$ cat src/rtl/afs_pkg.sv
package afs_pkg;
  localparam int FLOW_W = 16;

  // index width that never collapses to zero bits
  function automatic int idx_w(input int n);
    return (n > 1) ? $clog2(n) : 1;
  endfunction
endpackage

$ cat src/rtl/afs_rr_arb.sv
module afs_rr_arb #(
  parameter  int N  = 4,
  localparam int IW = afs_pkg::idx_w(N)
) (
  input  logic [N-1:0]  req,
  input  logic [IW-1:0] last,
  output logic          any,
  output logic [IW-1:0] idx
);
  // search starts one past the previous winner and wraps
  always_comb begin
    any = 1'b0;
    idx = '0;
    for (int k = 1; k <= N; k++) begin
      if (!any && req[(int'(last) + k) % N]) begin
        any = 1'b1;
        idx = IW'((int'(last) + k) % N);
      end
    end
  end
endmodule

$ cat src/rtl/afs_flow_table.sv
module afs_flow_table #(
  parameter  int DEPTH = 8,
  parameter  int QW    = 1,
  parameter  int CQW   = 2,
  parameter  int CNTW  = 8,
  localparam int FW    = afs_pkg::FLOW_W
) (
  input  logic           clk,
  input  logic           rst_n,
  input  logic [QW-1:0]  lk_q,
  input  logic [FW-1:0]  lk_flow,
  output logic           lk_hit,
  output logic [CQW-1:0] lk_cq,
  input  logic [QW-1:0]  rl_q,
  input  logic [FW-1:0]  rl_flow,
  output logic           rl_hit,
  output logic           full,
  input  logic           inc_en,
  input  logic           dec_en,
  input  logic           alloc_en,
  input  logic [CQW-1:0] alloc_cq
);
  logic [DEPTH-1:0] vld_q, vld_d;
  logic [QW-1:0]    kq_q  [DEPTH];
  logic [QW-1:0]    kq_d  [DEPTH];
  logic [FW-1:0]    kf_q  [DEPTH];
  logic [FW-1:0]    kf_d  [DEPTH];
  logic [CQW-1:0]   cq_q  [DEPTH];
  logic [CQW-1:0]   cq_d  [DEPTH];
  logic [CNTW-1:0]  cnt_q [DEPTH];
  logic [CNTW-1:0]  cnt_d [DEPTH];
  logic [DEPTH-1:0] lk_sel, rl_sel, free_sel, ent_en;

  // two match ports plus lowest free slot
  always_comb begin
    lk_cq    = '0;
    free_sel = '0;
    for (int i = 0; i < DEPTH; i++) begin
      lk_sel[i] = vld_q[i] && (kq_q[i] == lk_q) && (kf_q[i] == lk_flow);
      rl_sel[i] = vld_q[i] && (kq_q[i] == rl_q) && (kf_q[i] == rl_flow);
      if (lk_sel[i]) lk_cq = lk_cq | cq_q[i];
    end
    for (int i = DEPTH - 1; i >= 0; i--) begin
      if (!vld_q[i]) free_sel = DEPTH'(1) << i;
    end
    lk_hit = |lk_sel;
    rl_hit = |rl_sel;
    full   = &vld_q;
  end

  for (genvar i = 0; i < DEPTH; i++) begin : g_ent
    logic inc_i, dec_i, al_i;
    always_comb begin
      inc_i     = inc_en && lk_sel[i];
      dec_i     = dec_en && rl_sel[i];
      al_i      = alloc_en && free_sel[i];
      ent_en[i] = inc_i || dec_i || al_i;
      kq_d[i]   = kq_q[i];
      kf_d[i]   = kf_q[i];
      cq_d[i]   = cq_q[i];
      cnt_d[i]  = cnt_q[i] + CNTW'(inc_i) - CNTW'(dec_i);
      vld_d[i]  = (cnt_d[i] != '0);
      if (al_i) begin
        kq_d[i]  = lk_q;
        kf_d[i]  = lk_flow;
        cq_d[i]  = alloc_cq;
        cnt_d[i] = CNTW'(1);
        vld_d[i] = 1'b1;
      end
    end

    always_ff @(posedge clk or negedge rst_n) begin
      if (!rst_n) begin
        vld_q[i] <= 1'b0;
        cnt_q[i] <= '0;
        kq_q[i]  <= '0;
        kf_q[i]  <= '0;
        cq_q[i]  <= '0;
      end else if (ent_en[i]) begin
        vld_q[i] <= vld_d[i];
        cnt_q[i] <= cnt_d[i];
        kq_q[i]  <= kq_d[i];
        kf_q[i]  <= kf_d[i];
        cq_q[i]  <= cq_d[i];
      end
    end
  end
endmodule

$ cat src/rtl/atomic_flow_sched.sv
module atomic_flow_sched #(
  parameter  int NUM_Q     = 2,
  parameter  int NUM_CQ    = 4,
  parameter  int TBL_DEPTH = 8,
  parameter  int CNT_W     = 8,
  parameter  int DATA_W    = 16,
  localparam int FW        = afs_pkg::FLOW_W,
  localparam int QW        = afs_pkg::idx_w(NUM_Q),
  localparam int CQW       = afs_pkg::idx_w(NUM_CQ)
) (
  input  logic                     clk,
  input  logic                     rst_n,
  input  logic [NUM_Q*CNT_W-1:0]   cfg_alloc,
  input  logic                     in_valid,
  output logic                     in_ready,
  input  logic [QW-1:0]            in_qid,
  input  logic [FW-1:0]            in_flow,
  input  logic [DATA_W-1:0]        in_data,
  output logic [NUM_CQ-1:0]        out_valid,
  input  logic [NUM_CQ-1:0]        out_ready,
  output logic [NUM_CQ*QW-1:0]     out_qid,
  output logic [NUM_CQ*FW-1:0]     out_flow,
  output logic [NUM_CQ*DATA_W-1:0] out_data,
  input  logic                     rel_valid,
  input  logic [QW-1:0]            rel_qid,
  input  logic [FW-1:0]            rel_flow,
  output logic                     err_sticky
);
  logic                          rst_meta_n, rst_sync_n;
  logic [NUM_Q-1:0][CNT_W-1:0]   qcnt_q, qcnt_d;
  logic [NUM_CQ-1:0]             s_vld_q, s_vld_d, s_ld;
  logic [QW-1:0]                 s_qid_q  [NUM_CQ];
  logic [FW-1:0]                 s_flow_q [NUM_CQ];
  logic [DATA_W-1:0]             s_data_q [NUM_CQ];
  logic [CQW-1:0]                rr_q, rr_d, lk_cq, gnt_idx, tgt_cq;
  logic                          err_q, err_d;
  logic                          lk_hit, rl_hit, tbl_full, gnt_any;
  logic                          q_room, accept, rel_ok, new_pick;
  logic [NUM_CQ-1:0]             cq_free;

  // reset: asserted at once, removed on a clock edge
  always_ff @(posedge clk or negedge rst_n) begin
    if (!rst_n) begin
      rst_meta_n <= 1'b0;
      rst_sync_n <= 1'b0;
    end else begin
      rst_meta_n <= 1'b1;
      rst_sync_n <= rst_meta_n;
    end
  end

  afs_flow_table #(
    .DEPTH(TBL_DEPTH), .QW(QW), .CQW(CQW), .CNTW(CNT_W)
  ) u_tbl (
    .clk      (clk),
    .rst_n    (rst_sync_n),
    .lk_q     (in_qid),
    .lk_flow  (in_flow),
    .lk_hit   (lk_hit),
    .lk_cq    (lk_cq),
    .rl_q     (rel_qid),
    .rl_flow  (rel_flow),
    .rl_hit   (rl_hit),
    .full     (tbl_full),
    .inc_en   (accept && lk_hit),
    .dec_en   (rel_ok),
    .alloc_en (new_pick),
    .alloc_cq (gnt_idx)
  );

  afs_rr_arb #(.N(NUM_CQ)) u_rr (
    .req  (cq_free),
    .last (rr_q),
    .any  (gnt_any),
    .idx  (gnt_idx)
  );

  // acceptance: budget left and a usable target slot
  always_comb begin
    cq_free  = ~s_vld_q | out_ready;
    q_room   = qcnt_q[in_qid] < cfg_alloc[int'(in_qid)*CNT_W +: CNT_W];
    in_ready = q_room && (lk_hit ? cq_free[lk_cq] : (!tbl_full && gnt_any));
    tgt_cq   = lk_hit ? lk_cq : gnt_idx;
    accept   = in_valid && in_ready;
    new_pick = accept && !lk_hit;
    rel_ok   = rel_valid && rl_hit;
  end

  // next state
  always_comb begin
    for (int q = 0; q < NUM_Q; q++) begin
      qcnt_d[q] = qcnt_q[q]
                + CNT_W'(accept && (in_qid == QW'(q)))
                - CNT_W'(rel_ok && (rel_qid == QW'(q)));
    end
    for (int c = 0; c < NUM_CQ; c++) begin
      s_ld[c]    = accept && (tgt_cq == CQW'(c));
      s_vld_d[c] = s_ld[c] || (s_vld_q[c] && !out_ready[c]);
    end
    rr_d  = new_pick ? gnt_idx : rr_q;
    err_d = err_q || (rel_valid && !rl_hit);
  end

  always_ff @(posedge clk or negedge rst_sync_n) begin
    if (!rst_sync_n) begin
      qcnt_q  <= '0;
      s_vld_q <= '0;
      rr_q    <= CQW'(NUM_CQ - 1);
      err_q   <= 1'b0;
    end else begin
      if (accept || rel_ok) qcnt_q <= qcnt_d;
      s_vld_q <= s_vld_d;
      if (new_pick) rr_q <= rr_d;
      if (rel_valid) err_q <= err_d;
    end
  end

  for (genvar c = 0; c < NUM_CQ; c++) begin : g_slot
    always_ff @(posedge clk) begin
      if (s_ld[c]) begin
        s_qid_q[c]  <= in_qid;
        s_flow_q[c] <= in_flow;
        s_data_q[c] <= in_data;
      end
    end
    assign out_qid[c*QW +: QW]         = s_qid_q[c];
    assign out_flow[c*FW +: FW]        = s_flow_q[c];
    assign out_data[c*DATA_W +: DATA_W] = s_data_q[c];
  end

  assign out_valid  = s_vld_q;
  assign err_sticky = err_q;
endmodule

$ cat config.mk
export PLATFORM = sky130hd
export DESIGN_NAME = atomic_flow_sched
export DESIGN_NICKNAME = d
export VERILOG_FILES = /design/src/rtl/afs_pkg.sv /design/src/rtl/afs_rr_arb.sv /design/src/rtl/afs_flow_table.sv /design/src/rtl/atomic_flow_sched.sv
export SDC_FILE = /design/constraint.sdc
export NUM_CORES = 1
export LEC_CHECK = 0
export BUFFER_PORTS_ARGS = -buffer_cell sky130_fd_sc_hd__buf_2
export CORE_MARGIN = 4
export CORE_UTILIZATION = 60
export CTS_CLUSTER_DIAMETER = 120
export CTS_CLUSTER_SIZE = 28
export DETAILED_ROUTE_END_ITERATION = 10
export GPL_TIMING_DRIVEN = 0
export HOLD_SLACK_MARGIN = 0.12
export PLACE_DENSITY = 0.84
export REMOVE_ABC_BUFFERS = 1
export SETUP_SLACK_MARGIN = 0.02
export SYNTH_ARGS = -nofsm -noshare
export SYNTH_HDL_FRONTEND = slang
export SYNTH_HIERARCHICAL = 1
export SYNTH_SLANG_ARGS = --single-unit
$ cat constraint.sdc
create_clock -name clk -period 10.8 [get_ports clk]
set_input_delay 1.08 -clock clk [delete_from_list [all_inputs] [get_ports clk]]
set_output_delay 1.08 -clock clk [all_outputs]
set_load 0.02 [all_outputs]
# Yosys cells after proc, flatten, opt, wreduce, memory -nomap -nowiden
# Memories as Yosys holds them, arrays and structs flattened.
# Cells that the tools add are included.
# op_classes
div_mod_pow	0
magnitude_cmp	7
n_bitwise	15
add_sub_neg	24
n_mux	93
eq_ne	35
n_mul	0
shifts	1
reduce_logical	143
# ops
cell	count
$eq 16x16->1	16
$mux 8	18
$mux 16	6
$reduce_or 16->1	6
$add 8x1->8	10
$sub 8x1->8	10
$logic_and 1x1->1	78
$reduce_bool 8->1	8
$mux 2	22
$mux 1	42
$logic_or 1x1->1	22
$eq 1x1->1	16
$lt 3x4->1 const B	4
$reduce_and 2->1	8
$reduce_or 8->1	2
$shiftx 16x5->8	1
$or 2x2->2	7
$bmux 1 s2	5
$logic_not 1->1	10
$lt 8x8->1	1
$reduce_and 8->1	1
$reduce_or 2->1	4
$add 2x1->2 const B	2
$add 2x2->2 const B	2
other kinds (10)	17
# totals
n_memories	3
word_cells	368
romBits	0
output_inout_bits	138
regBits	249
ramBits	132
inputBits	74
latchBits	0
# memory_table
name	depth	width	rd	rd_ports_with_merged_regs	wr	line	text
s_data_q	4	16	4	0	1	atomic_flow_sched.sv:34	logic [DATA_W-1:0] s_data_q [NUM_CQ];
s_flow_q	4	16	4	0	1	atomic_flow_sched.sv:33	logic [FW-1:0] s_flow_q [NUM_CQ];
s_qid_q	4	1	4	0	1	atomic_flow_sched.sv:32	logic [QW-1:0] s_qid_q [NUM_CQ];

# Longest topological paths before layout
# Gate-level depths: netlist of the first run.
# logic_depth
word_depth	30
depth_mapped	28

# By module
# Netlist of the first run, hierarchy kept.
# modules_own_cells
module	cells_each	area_each_um2	n_inst
afs_flow_table	1677	14787.9	1
atomic_flow_sched	352	6070.8	1
afs_rr_arb	14	91.3	1

# Least setup slack after synthesis of the first run
# Ideal clock, no wire load.
# synth_timing
kind	in2reg
start	in in_flow[5]
end	reg u_tbl.vld_q[2]
n_path_buf	5
setup_time_ns	0.121
setup_slack_ns	4.435
t_arrival_ns	6.244
cell_stages	27
cell_sequence	buf_2 -> buf_1 -> xnor2_1 -> nand4_1 -> nor4_1 -> nor4_1 -> nand4_1 -> clkbuf_1 -> inv_1 -> a21oi_1 -> o211a_1 -> and2_1 -> buf_2 -> nand2_2 -> nor2_1 -> buf_1 -> nand3_1 -> ha_1 -> inv_1 -> ha_1 -> fa_1 -> a211oi_1 -> o21bai_1 -> a21oi_1 -> xnor2_1 -> or4_1 -> a22o_1
# synth_between
elab_cells_between_ends	48
cone_classes	add/sub (2); eq/ne (8); mux (12); bitwise (7); reduce/logical (19)
# synth_lines
item	line	text
from (decl)	atomic_flow_sched.sv:17	input logic [FW-1:0] in_flow,
$eq 16x16->1	afs_flow_table.sv:39	lk_sel[i] = vld_q[i] && (kq_q[i] == lk_q) && (kf_q[i] == lk_flow);
$logic_and 1x1->1	afs_flow_table.sv:39	
$reduce_or 8->1 (*)	afs_flow_table.sv:46	lk_hit = |lk_sel;
net lk_hit	atomic_flow_sched.sv:37	logic lk_hit, rl_hit, tbl_full, gnt_any;
$mux 1 (*)	atomic_flow_sched.sv:82	in_ready = q_room && (lk_hit ? cq_free[lk_cq] : (!tbl_full && gnt_any));
$logic_and 1x1->1 (*)	atomic_flow_sched.sv:82	
net in_ready	atomic_flow_sched.sv:15	output logic in_ready,
$logic_and 1x1->1 (*)	atomic_flow_sched.sv:84	accept = in_valid && in_ready;
$logic_and 1x1->1	atomic_flow_sched.sv:65	.inc_en (accept && lk_hit),
$logic_and 1x1->1	afs_flow_table.sv:54	inc_i = inc_en && lk_sel[i];
$add 8x1->8	afs_flow_table.sv:61	cnt_d[i] = cnt_q[i] + CNTW'(inc_i) - CNTW'(dec_i);
$sub 8x1->8	afs_flow_table.sv:61	
$reduce_bool 8->1	afs_flow_table.sv:62	vld_d[i] = (cnt_d[i] != '0);
$mux 1	afs_flow_table.sv:63	if (al_i) begin
to (signal, indexed assignment)	afs_flow_table.sv:80	vld_q[i] <= vld_d[i];
to (decl)	afs_flow_table.sv:23	logic [DEPTH-1:0] vld_q, vld_d;
# Mark *: on every way through the listed nets, which the timed path passes. The rest lies on a longest branch. The select of a mux whose other input is x is not followed.
# A chain may end at the register's enable or synchronous reset.

# Final worst setup path of the first run
# layout_timing
start	in in_qid
end	reg u_tbl.vld_q[2]
# layout_between
elab_cells_between_ends	60
cone_classes	add/sub (2); order compare (1); eq/ne (8); shift (1); mux (14); bitwise (7); reduce/logical (27)
# layout_lines
item	line	text
from (decl)	atomic_flow_sched.sv:16	input logic [QW-1:0] in_qid,
$eq 1x1->1	afs_flow_table.sv:39	
$logic_and 1x1->1 (2 in a row)	afs_flow_table.sv:39	
$reduce_or 8->1 (*)	afs_flow_table.sv:46	
net lk_hit	atomic_flow_sched.sv:37	
$mux 1	atomic_flow_sched.sv:82	
$logic_and 1x1->1	atomic_flow_sched.sv:82	
$logic_and 1x1->1	atomic_flow_sched.sv:84	
$logic_and 1x1->1	atomic_flow_sched.sv:65	
$logic_and 1x1->1	afs_flow_table.sv:54	
$add 8x1->8	afs_flow_table.sv:61	
$sub 8x1->8	afs_flow_table.sv:61	
$reduce_bool 8->1	afs_flow_table.sv:62	
$mux 1	afs_flow_table.sv:63	
# Marks and branches as above.

==> run metrics, run 1 <==
final critical path time including I/O delays and setup 8.27 ns; Worst EP arrival 8.70 ns; number of H-tree levels 1; classification of the worst-slack hold path in2async; number of hold-repair buffers added at the cts stage 0; number of setup buffers added after CTS 0; sequential cell area fraction in the yosys report 48.7%; highest ir drop seen on vdd between 0.0001 and 0.00015 V; wire length of the first global-routing pass 84900 um; average wire per cell in the routed design 20.4 um; number of top-level design ports ~210; max cap viols 0; required time reported for the critical path endpoint 11.23 ns; Site Rows between 60 and 70; number of slew-limit violations in the final report 0; final cell utilization of the core 66.6%; share of layout cells above drive strength 1 15.0%; vias in the first global route between 15000 and 20000; launching element of the worst setup path in_qid; vertical die dimension 195 um; worst setup margin 2.53 ns; flop-to-flop setup slack 3.44 ns; Starting DRT DRC Count 1532; Top delay family on crit path simple AND/OR/NAND/NOR gates; post-synthesis cell area 21000 um2; cell count after synthesis 2043; average cell area after synthesis 10.3 um2; die span in x around 190 um; maximum number of pins on one net before global-route repair 69; post-synthesis to final-layout area growth 9.53%; root buffer cell sky130_fd_sc_hd__clkbuf_16; Die Area 38000 um2; most frequent cell after synthesis sky130_fd_sc_hd__nand2_1; outcome complete, no violations; final WL between 50000 and 60000 um; buffer levels on the longest clock path 3; maximum single-stage delay on the critical path 0.92 ns; post-CTS resize count 0; Crit Reg-Reg Endpoint u_tbl/vld_q[2]$_DFFE_PN0P_; Final GP Congestion 0.898; share of flip-flops with an asynchronous set or reset 65.4%; Sink Count ~380; TritonCTS clock tree yes; ranking of synthesized cells by instance count 399 x sky130_fd_sc_hd__nand2_1, 255 x sky130_fd_sc_hd__xnor2_1, 247 x sky130_fd_sc_hd__dfrtp_1, 132 x sky130_fd_sc_hd__edfxtp_1, 112 x sky130_fd_sc_hd__nor2_1; biggest area contributors in the synthesized netlist sky130_fd_sc_hd__dfrtp_1 30%, sky130_fd_sc_hd__edfxtp_1 19%, sky130_fd_sc_hd__xnor2_1 11%; routed via count divided by cell count 5.92; Worst setup EP type register; Pre-Repair DR Iteration Count 6; reg2reg path depth 23; number of antenna violations at the first check in global routing 0; Num CTS Buffers 17; minimum hold slack 0.312 ns; count of unresolved DRC violations after routing 0; Crit Path Category in2reg; setup skew after layout 0.0233 ns; # port buffers 211; post-route setup TNS 0 ns; GR Layer Usage met1 36.8%; max_slew headroom 10.5%; area of the placeable core approximately 34000 um2; cells along the critical path buf_2 -> xor2_1 -> nor4_1 -> nand3_1 -> nor4_1 -> nor4_1 -> nand4_1 -> inv_1 -> a21oi_1 -> o211a_1 -> and2_1 -> nand2_2 -> nor2_1 -> nand3_1 -> ha_1 -> inv_1 -> ha_1 -> fa_1 -> a211oi_1 -> o21bai_1 -> a21oi_1 -> xnor2_1 -> or4_1 -> a22o_1; period utilization between 70 and 80%; pre-CTS setup slack ~2.2 ns; met2 layer usage reported by global route 46.0%; RSZ-0062 raised after global routing no; leakage power of the design 0.0103 uW; cell taking the most area after synthesis sky130_fd_sc_hd__dfrtp_1; busiest layer in global routing met2; highest clock rate 121 MHz; layout net count 2365; Remaining Overflow, GRT 0; insertion delay of the later-clocked pin in the worst-skew pair approximately 0.53 ns; reg-to-reg critical path startpoint u_tbl/kf_q[16]$_DFFE_PN0P_; Final setup viols 0; count of different cell masters after synthesis approximately 70; GRT Overall Usage 27.7%; flop and latch count out of synthesis 381; met3 track demand over resource under 10%; Primary FF master, synth sky130_fd_sc_hd__dfrtp_1; hold violation total from the final report 0; clock slew at reported path FFs around 0.11 ns; fraction of post-synthesis cell area in the top cell type by area 29.5%; count of warnings emitted by yosys 6; detailed placement HPWL ~37000 um; crit start category input pin; number of antenna-violating nets in the routed design 0; crit-path max FO 44; power density over cell area roughly 200 nW/um2; number of flops mapped to enable cells by yosys 132; Initial Utilization between 60 and 70%; Bufs and invs on worst path 3; slew at the pin with the worst max-slew slack 1.34 ns; total via count after detailed routing 15711; most repeated library cell on the critical path sky130_fd_sc_hd__nor4_1; antenna fix cells 0; worst-path cell with the longest stage delay sky130_fd_sc_hd__nor2_1
-- registers in the layout, summed over array words and instances (netlist names), 8 cells and up --
| signal | flops |
|---|---|
| u_tbl/kf_q | 128 |
| u_tbl/vld_q | 8 |
| u_tbl/cnt_q | 64 |
| u_tbl/kq_q | 8 |
| s_flow_q | 64 |
| qcnt_q | 16 |
| s_data_q | 64 |
| u_tbl/cq_q | 16 |
-- layout make-up --
type	count	area, um2
clock buffer	28	467
clock inverter	2	25.0
fill	2590	11500
inverter	105	394
multi-input combinational	1449	9900
sequential	381	10200
tap	455	569
timing repair buffer	232	1390
-- worst max path at each step --
| stage | to | slack [ns] | cells after the start |
|---|---|---|---|
| finish | u_tbl/vld_q[2]$_DFFE_PN0P_ | 2.53 | 24 |
| global route | u_tbl/vld_q[2]$_DFFE_PN0P_ | 2.18 | 24 |
| CTS | u_tbl/vld_q[2]$_DFFE_PN0P_ | 2.74 | 24 |
| detailed placement | u_tbl/vld_q[2]$_DFFE_PN0P_ | 2.20 | 24 |
| global placement | u_tbl/cnt_q[61]$_DFFE_PN0P_ | 0.56 | 0 |
| floorplan | err_sticky$_DFFE_PN0P_ | 3.35 | 0 |
-- power by group --
group	leakage (uW)	internal (uW)	switching (uW)	total (uW)
logic	0.00572	741	938	1680
clock network	0.000234	306	447	754
registers	0.00438	1870	317	2190
-- per-stage QoR --
step | std cells | power, uW | area [um2]
after detailed placement | 2622 | 3870 | 22500
after global routing | 2652 | 4870 | 22900
final | 2652 | 4620 | 22900
after CTS | 2652 | 4610 | 22900
after global placement | 2601 | 3730 | 22100
after floorplan | 1935 | 3350 | 20500
-- cells in the final DEF (no fill, tap or decap), types with 4 or more instances in the layout --
cell	count
sky130_fd_sc_hd__ha_1	95
sky130_fd_sc_hd__inv_1	105
sky130_fd_sc_hd__clkbuf_16	17
sky130_fd_sc_hd__clkbuf_1	11
sky130_fd_sc_hd__xnor2_1	255
sky130_fd_sc_hd__o41ai_1	4
sky130_fd_sc_hd__dfrtp_1	246
sky130_fd_sc_hd__nor3_2	4
sky130_fd_sc_hd__a21oi_1	53
sky130_fd_sc_hd__xor2_1	85
sky130_fd_sc_hd__a21o_1	12
sky130_fd_sc_hd__nor2_1	111
sky130_fd_sc_hd__fa_1	10
sky130_fd_sc_hd__o31ai_1	7
sky130_fd_sc_hd__nor3_1	30
sky130_fd_sc_hd__o21ai_2	10
sky130_fd_sc_hd__o21bai_1	16
sky130_fd_sc_hd__nor2b_1	5
sky130_fd_sc_hd__and3_1	14
sky130_fd_sc_hd__mux2_2	41
sky130_fd_sc_hd__buf_2	211
sky130_fd_sc_hd__edfxtp_1	132
sky130_fd_sc_hd__buf_16	4
sky130_fd_sc_hd__a211oi_1	12
sky130_fd_sc_hd__nand2b_4	4
sky130_fd_sc_hd__a22oi_1	4
sky130_fd_sc_hd__nand2_1	399
sky130_fd_sc_hd__mux2i_1	51
sky130_fd_sc_hd__nand2b_1	12
sky130_fd_sc_hd__a2111oi_0	6
sky130_fd_sc_hd__buf_6	12
sky130_fd_sc_hd__nor4_1	28
sky130_fd_sc_hd__nand3_1	31
sky130_fd_sc_hd__nand4_1	62
sky130_fd_sc_hd__o21ai_0	35
-- logic make-up (layout without fill, tap and decap cells) --
family          count (synthesis)  in the layout  share of synthesized area, %
other cells                     1              1                        0.0179
flops                         381            381                          48.7
compound gates                178            178                          5.60
simple gates                  728            728                          15.6
fa+ha+maj                     105            105                          6.63
xor+xnor                      340            340                          14.2
buf+inv                       213            367                          4.26
mux                            97             97                          5.00
-- layer usage --
metal | up-vias | routed length (um)
met5 | - | 0
met4 | 0 | 2180
met3 | 148 | 4790
met2 | 752 | 25600
met1 | 7690 | 21600
li1 | 7121 | -
No activity file was read; power rests on OpenSTA's default activity.
==> run 2, diff against run 1 <==
ABC_AREA = 1   (was not set)
clock period = 7.8 ns   (was 10.8 ns; I/O delays follow)
==> run metrics, run 2 <==
outcome complete, no violations (unchanged); period utilization between 90 and 100%; fraction of post-synthesis cell area in the top cell type by area 28.1% (was 29.5%); Top delay family on crit path simple AND/OR/NAND/NOR gates (unchanged); busiest layer in global routing met2 (unchanged); Final GP Congestion 1.05 (was 0.898); GR Layer Usage met1 43.0% (was 36.8%); flop and latch count out of synthesis 381 (unchanged); slew at the pin with the worst max-slew slack 1.04 ns (was 1.34 ns); reg-to-reg critical path startpoint u_tbl/kf_q[100]$_DFFE_PN0P_ (was u_tbl/kf_q[16]$_DFFE_PN0P_); die span in x 199 um (was 195 um); Starting DRT DRC Count 2507 (was 1532); Crit Path Category in2reg (unchanged); number of slew-limit violations in the final report 0 (unchanged); average wire per cell in the routed design 20.1 um (was 20.4 um); cell taking the most area after synthesis sky130_fd_sc_hd__dfrtp_1 (unchanged); average cell area after synthesis 8.03 um2 (was 10.3 um2); ranking of synthesized cells by instance count 832 x sky130_fd_sc_hd__nand2_1, 328 x sky130_fd_sc_hd__inv_1, 269 x sky130_fd_sc_hd__o21ai_0, 247 x sky130_fd_sc_hd__dfrtp_1, 191 x sky130_fd_sc_hd__nor2_1 (was 399 x sky130_fd_sc_hd__nand2_1, 255 x sky130_fd_sc_hd__xnor2_1, 247 x sky130_fd_sc_hd__dfrtp_1, 132 x sky130_fd_sc_hd__edfxtp_1, 112 x sky130_fd_sc_hd__nor2_1); classification of the worst-slack hold path reg2async (was in2async); commonest cells after routing, fill and taps aside 832 x sky130_fd_sc_hd__nand2_1, 328 x sky130_fd_sc_hd__inv_1, 269 x sky130_fd_sc_hd__o21ai_0 (was 399 x sky130_fd_sc_hd__nand2_1, 255 x sky130_fd_sc_hd__xnor2_1, 246 x sky130_fd_sc_hd__dfrtp_1); leakage power of the design 0.0117 uW (was 0.0103 uW); cell count after synthesis 2739 (was 2043); Sink Count 381 (unchanged); # port buffers 211 (unchanged); buffer levels on the longest clock path 3 (unchanged); count of different cell masters after synthesis 50 (was 69); count of unresolved DRC violations after routing 0 (unchanged); crit start category input pin (unchanged); layout net count 3069 (was 2365); Site Rows 69 (was 68); flip-flop count of the largest register, all copies and words added 128 (unchanged); total via count after detailed routing 20038 (was 15711); TritonCTS clock tree yes (unchanged); clock slew at reported path FFs 0.10 ns (was 0.11 ns); count of warnings emitted by yosys 6 (unchanged); crit-path max FO 39 (was 44); worst-path cell with the longest stage delay sky130_fd_sc_hd__nor2_1 (unchanged); number of top-level design ports 212 (unchanged); Worst EP arrival 7.63 ns (was 8.70 ns); maximum single-stage delay on the critical path 0.92 ns (about the same); highest clock rate approximately 140 MHz; most frequent cell after synthesis sky130_fd_sc_hd__nand2_1 (unchanged); number of antenna violations at the first check in global routing 2 (was 0); vertical die dimension 199 um (was 195 um); number of H-tree levels 1 (unchanged); Remaining Overflow, GRT 0 (unchanged); area of the placeable core 35800 um2 (was 34500 um2); Die Area 39800 um2 (was 38000 um2); number of hold-repair buffers added at the cts stage 1 (was 0); Reg with most FFs u_tbl/kf_q (unchanged); vias in the first global route 18835 (was 15910); number of antenna-violating nets in the routed design 0 (unchanged); Bufs and invs on worst path 4 (was 3); placed standard-cell area 23400 um2 (was 22500 um2); hold violation total from the final report 0 (unchanged); Final setup viols 0 (unchanged); GRT Overall Usage 33.0% (was 27.7%); biggest area contributors in the synthesized netlist sky130_fd_sc_hd__dfrtp_1 28%, sky130_fd_sc_hd__edfxtp_1 18%, sky130_fd_sc_hd__nand2_1 14% (was sky130_fd_sc_hd__dfrtp_1 30%, sky130_fd_sc_hd__edfxtp_1 19%, sky130_fd_sc_hd__xnor2_1 11%); insertion delay of the later-clocked pin in the worst-skew pair 0.55 ns (was 0.53 ns); max cap viols 0 (unchanged); Num CTS Buffers 17 (unchanged); share of layout cells above drive strength 1 10.6% (was 15.0%); final standard cell area without fillers 23900 um2 (was 22900 um2); required time reported for the critical path endpoint 8.25 ns (was 11.23 ns); minimum hold slack 0.195 ns (was 0.312 ns); post-CTS resize count 0 (unchanged); root buffer cell sky130_fd_sc_hd__clkbuf_16 (unchanged); number of flops mapped to enable cells by yosys 132 (unchanged); post-synthesis to final-layout area growth 8.63% (was 9.53%); Initial Utilization 61.4% (was 60.8%); Worst setup EP type register (unchanged); max_slew headroom 30.6% (was 10.5%); sequential cell area fraction in the yosys report 46.4% (was 48.7%); most common cell after layout, fill and taps aside sky130_fd_sc_hd__nand2_1 (unchanged); final WL 67400 um (was 54100 um); share of flip-flops with an asynchronous set or reset 65.4% (unchanged); most repeated library cell on the critical path sky130_fd_sc_hd__nand2_1 (was sky130_fd_sc_hd__nor4_1); setup skew after layout 0.0215 ns (was 0.0233 ns); highest ir drop seen on vdd 0.000315 V (was 0.000110 V); Primary FF master, synth sky130_fd_sc_hd__dfrtp_1 (unchanged); met2 layer usage reported by global route 53.1% (was 46.0%); Pre-Repair DR Iteration Count 6 (unchanged); met3 track demand over resource 6.86% (was 4.82%); maximum number of pins on one net before global-route repair 69 (unchanged); wire length of the first global-routing pass 102000 um (was 84900 um); power density over cell area 396 nW/um2 (was 201 nW/um2); number of setup buffers added after CTS 0 (unchanged); post-synthesis cell area 22000 um2 (was 21000 um2); launching element of the worst setup path in_qid (unchanged); detailed placement HPWL 47000 um (was 37100 um); RSZ-0062 raised after global routing no (unchanged); final critical path time including I/O delays and setup 7.18 ns; routed via count divided by cell count 5.96 (was 5.92)
-- run 2: cell count changes in the layout (fill, tap and decap cells not counted), sizes merged, moves of 81 or more --
cell   change
nand3    +103
o21ai    +242
inv      +242
xnor2    -220
nor2      +81
nand2    +450
-- run 2: path summary, 6_finish.rpt --
check | depth (start not counted) | to | slack (ns)
min reg2reg | 0 | u_tbl/kf_q[23]$_DFFE_PN0P_ | 0.19
max | 29 | u_tbl/vld_q[3]$_DFFE_PN0P_ | 0.62
max reg2reg | 27 | u_tbl/vld_q[3]$_DFFE_PN0P_ | 1.77
min | 0 | u_tbl/kf_q[23]$_DFFE_PN0P_ | 0.19
min in group clk | 0 | rst_sync_n$_DFF_PN0_ | 0.36
max in group asynchronous | 3 | rr_q[0]$_DFFE_PN1P_ | 6.32
-- run 2: stage by stage --
stage	cells	setup TNS, ns	worst slack [ns]	util [%]	total power [uW]
after floorplan	2648	0	0.351	-	6980
after global placement	3320	-672.13	-2.77	64.5	7980
after detailed placement	3331	0	0.398	65.3	8300
after CTS	3360	0	0.973	66.7	9370
after global routing	3361	0	0.376	66.7	10300
final	3361	0	0.618	66.7	9470
-- run 2: cell families after synthesis --
group                    after synthesis  share of synthesized area (%)
flip-flops                           381                           46.4
buffers and inverters                438                           8.29
XOR/XNOR                              87                           3.46
AND/OR/NAND/NOR                     1278                           24.3
multiplexers                           8                          0.370
AO/OA/AOI/OAI                        441                           10.9
adder cells (fa/ha/maj)              105                           6.31
other                                  1                         0.0171
-- run 2: final cells by class --
type	instances	area, um2
antenna	1	2.50
clock buffer	26	469
clock inverter	2	17.5
fill	2889	11900
inverter	347	1310
multi-input combinational	1920	10000
sequential	381	10200
tap	461	577
timing repair buffer	223	1300
-- run 2: routing by layer --
metal	vias up	share of wire, %
li1	9217	-
met1	9287	37
met2	1280	45
met3	254	12
met4	0	6.3
met5	-	0
-- run 2: report_power, final --
part | switching (uW) | internal, uW
Sequential | 555 | 2840
Clock | 634 | 427
Combinational | 3240 | 1770
-- run 2: worst register-to-register path: stages (launching register included) --
cell and delay, ns:
sky130_fd_sc_hd__dfrtp_1 0.41, sky130_fd_sc_hd__inv_1 0.11, sky130_fd_sc_hd__o21ai_0 0.11, sky130_fd_sc_hd__nor2_1 0.16, sky130_fd_sc_hd__nand2_1 0.07, sky130_fd_sc_hd__nor2_1 0.24
sky130_fd_sc_hd__nand4_1 0.36, sky130_fd_sc_hd__nand2_1 0.20, sky130_fd_sc_hd__nor2_1 0.10, sky130_fd_sc_hd__nand2_1 0.14, sky130_fd_sc_hd__inv_1 0.08, sky130_fd_sc_hd__nand3_1 0.08
sky130_fd_sc_hd__nand2_1 0.07, sky130_fd_sc_hd__a21oi_2 0.22, sky130_fd_sc_hd__nand3_4 0.36, sky130_fd_sc_hd__nor2_1 0.92, sky130_fd_sc_hd__nand4_1 0.38, sky130_fd_sc_hd__ha_1 0.40
sky130_fd_sc_hd__inv_1 0.04, sky130_fd_sc_hd__ha_1 0.21, sky130_fd_sc_hd__fa_1 0.45, sky130_fd_sc_hd__nand3_1 0.11, sky130_fd_sc_hd__nand2_1 0.09, sky130_fd_sc_hd__a21oi_1 0.16
sky130_fd_sc_hd__xor2_1 0.23, sky130_fd_sc_hd__nand3_1 0.10, sky130_fd_sc_hd__nand2_1 0.06, sky130_fd_sc_hd__nand2_1 0.05
